[src/rtl/pinmux_pkg.sv]
package pinmux_pkg;

    typedef enum logic [1:0] {
        MD_SINGLE = 2'd0,
        MD_PERIPH = 2'd1,
        MD_NEXP   = 2'd2,
        MD_SEXP   = 2'd3
    } op_mode_t;

    typedef enum logic [1:0] {
        WP_FRESH  = 2'd0,
        WP_LOCKED = 2'd1,
        WP_OPEN   = 2'd2
    } wp_state_t;

    typedef enum logic [1:0] {
        P7_GPIO  = 2'd0,
        P7_CAL   = 2'd1,
        P7_DBE   = 2'd2,
        P7_NECLK = 2'd3
    } p7_fn_t;

    function automatic logic is_special(op_mode_t m);
        return (m == MD_PERIPH) || (m == MD_SEXP);
    endfunction

    function automatic logic is_expanded(op_mode_t m);
        return (m == MD_NEXP) || (m == MD_SEXP);
    endfunction

endpackage

[src/rtl/pin_wlatch.sv]
module pin_wlatch
    import pinmux_pkg::*;
(
    input  logic clk,
    input  logic rst_n,
    input  logic wr_hit,
    input  logic special,
    input  logic d,
    output logic q
);

    wp_state_t st, st_nx;
    logic      q_nx;

    always_ff @(posedge clk) begin
        if (!rst_n) begin
            st <= WP_FRESH;
            q  <= 1'b0;
        end else begin
            st <= st_nx;
            q  <= q_nx;
        end
    end

    always_comb begin
        st_nx = st;
        q_nx  = q;
        if (wr_hit) begin
            unique case (st)
                WP_FRESH: begin
                    if (special) begin
                        st_nx = WP_OPEN;
                    end else begin
                        st_nx = WP_LOCKED;
                        q_nx  = d;
                    end
                end
                WP_LOCKED: begin
                    st_nx = WP_LOCKED;
                end
                WP_OPEN: begin
                    q_nx = d;
                end
                default: begin
                    st_nx = WP_FRESH;
                end
            endcase
        end
    end

    // once locked, further writes leave the bit alone
    p_locked_holds_r1: assert property (@(posedge clk) disable iff (!rst_n)
        (wr_hit && st == WP_LOCKED) |=> $stable(q));

    // first write in a special mode is dropped
    p_special_first_dropped_r2: assert property (@(posedge clk) disable iff (!rst_n)
        (wr_hit && st == WP_FRESH && special) |=> $stable(q));

    // after the dropped write, every write is taken
    p_open_takes_r2: assert property (@(posedge clk) disable iff (!rst_n)
        (wr_hit && st == WP_OPEN) |=> (q == $past(d)));

endmodule

[src/rtl/pin_route.sv]
module pin_route
    import pinmux_pkg::*;
(
    input  op_mode_t   mode,
    input  logic       nodbe,
    input  logic       strobe_en,
    input  logic       cal_en,
    input  logic       clk_sel,
    input  logic       e_clk,
    input  logic       ext_dbe,
    input  logic       cal_ref,
    input  logic       rw_int,
    input  logic [1:0] gpio_do,
    input  logic [1:0] gpio_oe,
    output logic [1:0] pin_do,
    output logic [1:0] pin_oe
);

    p7_fn_t p7_fn;
    logic   p2_special;

    assign p2_special = strobe_en && (mode != MD_SINGLE);

    always_comb begin
        if (!is_expanded(mode) || nodbe) begin
            p7_fn = cal_en ? P7_CAL : P7_GPIO;
        end else begin
            p7_fn = clk_sel ? P7_NECLK : P7_DBE;
        end
    end

    always_comb begin
        pin_do[0] = p2_special ? rw_int : gpio_do[0];
        pin_oe[0] = p2_special ? 1'b1   : gpio_oe[0];
        unique case (p7_fn)
            P7_GPIO:  begin pin_do[1] = gpio_do[1]; pin_oe[1] = gpio_oe[1]; end
            P7_CAL:   begin pin_do[1] = cal_ref;    pin_oe[1] = 1'b1;       end
            P7_DBE:   begin pin_do[1] = ext_dbe;    pin_oe[1] = 1'b1;       end
            P7_NECLK: begin pin_do[1] = ~e_clk;     pin_oe[1] = 1'b1;       end
            default:  begin pin_do[1] = gpio_do[1]; pin_oe[1] = gpio_oe[1]; end
        endcase
    end

endmodule

[src/rtl/pin_ctrl_top.sv]
module pin_ctrl_top
    import pinmux_pkg::*;
#(
    parameter int REG_W      = 3,
    parameter int STROBE_BIT = 0,
    parameter int CAL_BIT    = 1,
    parameter int SEL_BIT    = 2
) (
    input  logic             clk,
    input  logic             rst_n,
    input  logic [1:0]       mode,
    input  logic             nodbe,
    input  logic             wr_en,
    input  logic [REG_W-1:0] wr_data,
    input  logic [REG_W-1:0] wr_mask,
    output logic [REG_W-1:0] rd_data,
    input  logic             e_clk,
    input  logic             ext_dbe,
    input  logic             cal_ref,
    input  logic             rw_int,
    input  logic [1:0]       gpio_do,
    input  logic [1:0]       gpio_oe,
    output logic [1:0]       pin_do,
    output logic [1:0]       pin_oe
);

    op_mode_t         md;
    logic             special;
    logic [REG_W-1:0] hit;
    logic [REG_W-1:0] bits;

    assign md      = op_mode_t'(mode);
    assign special = is_special(md);
    assign hit     = wr_mask & {REG_W{wr_en}};

    for (genvar g = 0; g < REG_W; g++) begin : g_bit
        if (g == CAL_BIT) begin : g_free
            logic r;
            always_ff @(posedge clk) begin
                if (!rst_n)      r <= 1'b0;
                else if (hit[g]) r <= wr_data[g];
            end
            assign bits[g] = r;
        end else begin : g_guard
            pin_wlatch u_wl (
                .clk    (clk),
                .rst_n  (rst_n),
                .wr_hit (hit[g]),
                .special(special),
                .d      (wr_data[g]),
                .q      (bits[g])
            );
        end
    end

    assign rd_data = bits;

    pin_route u_route (
        .mode     (md),
        .nodbe    (nodbe),
        .strobe_en(bits[STROBE_BIT]),
        .cal_en   (bits[CAL_BIT]),
        .clk_sel  (bits[SEL_BIT]),
        .e_clk    (e_clk),
        .ext_dbe  (ext_dbe),
        .cal_ref  (cal_ref),
        .rw_int   (rw_int),
        .gpio_do  (gpio_do),
        .gpio_oe  (gpio_oe),
        .pin_do   (pin_do),
        .pin_oe   (pin_oe)
    );

    // calibration enable follows every masked write
    p_cal_any_r3: assert property (@(posedge clk) disable iff (!rst_n)
        (wr_en && wr_mask[CAL_BIT]) |=> (rd_data[CAL_BIT] == $past(wr_data[CAL_BIT])));

    // an unmasked bit keeps its value
    p_unmasked_hold_r4: assert property (@(posedge clk) disable iff (!rst_n)
        (!wr_en || wr_mask == '0) |=> $stable(rd_data));

    // single-chip leaves pin index 0 as plain GPIO
    p_single_gpio_r6: assert property (@(posedge clk) disable iff (!rst_n)
        (md == MD_SINGLE) |-> (pin_do[0] == gpio_do[0] && pin_oe[0] == gpio_oe[0]));

    // inverted clock is a pure inversion of E
    p_inv_clk_r8: assert property (@(posedge clk) disable iff (!rst_n)
        (is_expanded(md) && !nodbe && rd_data[SEL_BIT]) |-> (pin_do[1] == !e_clk));

    // strobe function forces the driver on
    p_strobe_drives_r9: assert property (@(posedge clk) disable iff (!rst_n)
        (md != MD_SINGLE && rd_data[STROBE_BIT]) |-> pin_oe[0]);

endmodule

[config.mk]
export PLATFORM = sky130hd
export DESIGN_NAME = pin_ctrl_top
export DESIGN_NICKNAME = d
export VERILOG_FILES = /design/src/rtl/pinmux_pkg.sv /design/src/rtl/pin_wlatch.sv /design/src/rtl/pin_route.sv /design/src/rtl/pin_ctrl_top.sv
export SDC_FILE = /design/constraint.sdc
export NUM_CORES = 1
export LEC_CHECK = 0
export BUFFER_PORTS_ARGS = -buffer_cell sky130_fd_sc_hd__buf_2
export CAP_MARGIN = 30
export CORE_AREA = 8 8 45 47
export CTS_CLUSTER_DIAMETER = 50
export DETAILED_ROUTE_END_ITERATION = 12
export DIE_AREA = 0 0 53 55
export PLACE_DENSITY = 0.66
export REMOVE_ABC_BUFFERS = 1
export SETUP_SLACK_MARGIN = 0.15
export SLEW_MARGIN = 5
export SYNTH_ARGS = -nofsm -noshare
export SYNTH_HDL_FRONTEND = slang
export SYNTH_SLANG_ARGS = --single-unit
[constraint.sdc]
create_clock -name clk -period 1.3 [get_ports clk]
set_input_delay 0.26 -clock clk [delete_from_list [all_inputs] [get_ports clk]]
set_output_delay 0.26 -clock clk [all_outputs]
set_load 0.005 [all_outputs]
==> results.cfg <==
[worst_setup_path]
endpoint_kind = primary output
start_kind = register
startpoint = g_bit[0].g_guard.u_wl.q
worst-r2r-cell-count = 3
reg2reg_from = g_bit[0].g_guard.u_wl.st[1]
reg2reg_slack_ns = 0.35
critPathMaxFanout = 2
r2r-end = g_bit[0].g_guard.u_wl.q
required_ns = 1.04
arrival_ns = 1.10
worstSetupPathType = register to primary output

[logic_synthesis]
ys_ff_latch = 7
yosys_warnings = 0
syn_avg_cell_area_sq_um = 9.184
syn-instance-count = 50
ys_seq_area_share_pct = 30.52
synth_area_sq_um = 459.2
synth_cell_type_count = 22

[floorplanning]
design.portCount = 27
start_util_pct = 33.18
die_area_sq_um = 2915
die_h_um = 55
row_count = 14
core_region_area_sq_um = 1384
dieWidth_um = 53

[power]
pwr-share-clk_pct = 36.7
sw_frac_of_total_pct = 28.66
powerDensity_nw_per_um2 = 876.0
p_leak_nw = 0.3249
worst_ir_drop_vdd_uv = 464.1
p_int_uw = 399.5
pwr-share-comb_pct = 21.1
seqPwrFrac_pct = 42.2
p_sw_uw = 160.5

[clock_tree]
cts_hold_buffers = 0
insertion_delay_ns = 0.26
cts.clk_slew.worst_paths_ns = 0.06
ctsLongestPathBuffers = 2
root_buffer = clkbuf_4
cts_buffers = 3
htree_levels = 1
cts_tree = done
cts_sinks = 7

[final_layout]
n_fill_cell = 138
instances_no_fill = 93
area_growth_pct = 39.24
final-seq-area_sq_um = 145.1
multi_input_area_sq_um = 295.3
n_antenna_cell = 0
drive_gt1_share_pct = 55.84
nets = 98
fin_util_pct = 46.20

[flow_run]
maxCapViolations = 0

[sta]
rsz0062_at_grt = true
whs_ns = 0.2418
finalHoldViolCount = 0
setup_viol = 1
final.setup.tns_ns = -0.05957
period_minus_slack_ns = 1.360
min_period_over_period_pct = 104.6
setup_ws_ns = -0.05957
maxSlewViolCount = 0
worstMarginPinSlew_ns = 0.2398
fmax_mhz = 735.5
relSlewSlack_pct = 83.99
clock_skew_ns = 0.003789

[global_routing]
grt.overflow.total = 0
antenna_found_initial = 0
grt_pass1_vias = 414
grt_pass1_wl_um = 1800
grt_max_degree = 11
grt_usage_pct = 8.488

[placed_design]
portBuffers = 26
pre_cts_slack_ns = 0.02369
post-dp-hpwl_um = 892.3
gp_congestion = 0.7924
placedCellCount = 88

[detailed_routing]
viasPerCell = 4.957
wl_um = 1118
wl_per_cell_um = 12.02
vias = 461
drc_errors = 0
drtIter0Drc = 8
ant_nets = 0
firstDrtPassIters = 4

[outcome]
outcome = complete, but fails checks
failed_checks = setup timing

[worst_hold_path]
holdCritStartpoint = wr_data[0]
worstHoldPathCells = 3
hp-class = primary input to register
hold_end = g_bit[0].g_guard.u_wl.q
[timing repair]
action,4_1_cts,5_1_grt
setup buffers,1,0
endpoints found under the setup margin,3,5
pin swaps,0,1
resized for setup,7,0
cloned,0,0
[cells in the mapped netlist, drive strengths merged]
cell	count	area share, %
nand3	5	5.4
nand2b	2	2.7
nand2	10	10
o21ai	2	2.2
mux2i	2	4.4
o41ai	2	7.1
a21boi	1	1.6
nor2b	2	4.4
buf	5	8.4
dfxtp	7	31
nor2	5	4.1
o211a	2	4.4
mux2	1	2.5
a31oi	2	2.7
o311ai	2	9.3
[layout by cell type (no fill, tap or decap)]
cell type,n
a21boi_0,1
a31oi_1,2
buf_2,25
buf_4,2
buf_6,1
clkbuf_4,3
clkinv_2,1
dfxtp_1,5
dfxtp_2,1
dfxtp_4,1
mux2_4,1
mux2i_1,2
nand2_1,8
nand2_2,1
nand2_4,1
nand2b_1,2
nand3_1,5
nor2_1,5
nor2b_1,1
nor2b_4,1
o211a_1,2
o21ai_0,1
o21ai_4,1
o311ai_2,1
o311ai_4,1
o41ai_2,2
[layout make-up]
| class | count | share of cell area (%) |
|---|---|---|
| Multi-Input combinational cell | 38 | 46.18 |
| Tap cell | 16 | 3.131 |
| Clock inverter | 1 | 0.7828 |
| Clock buffer | 3 | 3.523 |
| Sequential cell | 7 | 22.70 |
| Timing Repair Buffer | 28 | 23.68 |
[worst max-delay path: stages (launching register included)]
cell and delay [ns]:
dfxtp_4 0.35, o21ai_4 0.06, mux2_4 0.32, buf_6 0.12
[routing by layer]
metal | up-vias | track usage (%) | wire length (um)
met2 | 23 | 11.52 | 438
met3 | 5 | 3.209 | 179
met5 | - | 0 | 0
met1 | 199 | 10.09 | 459
li1 | 234 | - | -
met4 | 0 | 7.759 | 41
[flip-flops by register name, indices dropped and copies added, names as in the netlist]
register,count
g_bit.g_guard.u_wl.st,4
g_bit.g_free.r,1
g_bit.g_guard.u_wl.q,2
[through the flow]
stage / instance area (sq um) / power, mW
floorplan: 420.4 / 0.2880
detailed placement: 578.1 / 0.3516
CTS: 639.4 / 0.5648
finish: 639.4 / 0.5601
global route: 639.4 / 0.6038
global placement: 578.1 / 0.3494
[logic make-up after synthesis]
group	after synthesis	synth area share [%]
mux	3	6.812
simple gates	24	26.98
buf+inv	5	8.445
flops	7	30.52
compound gates	11	27.25
[worst max-delay path by stage]
stage	endpoint	slack (ns)	depth (start not counted)
2_1_floorplan	pin_do[0]	0.25	2
3_3_place_gp	pin_do[0]	0.04	4
3_5_place_dp	pin_do[0]	0.02	4
4_1_cts	pin_do[0]	-0.07	3
5_1_grt	pin_do[0]	-0.10	3
6_report	pin_do[0]	-0.06	3
[power groups by stage]
stage	sequential, mW	combinational [mW]	clock [mW]
after CTS	0.237	0.119	0.209
after detailed placement	0.242	0.109	0
final	0.236	0.118	0.206
after global placement	0.242	0.107	0
after global routing	0.238	0.132	0.233
after floorplan	0.241	0.0472	0
(Power assumes the default switching activity.)
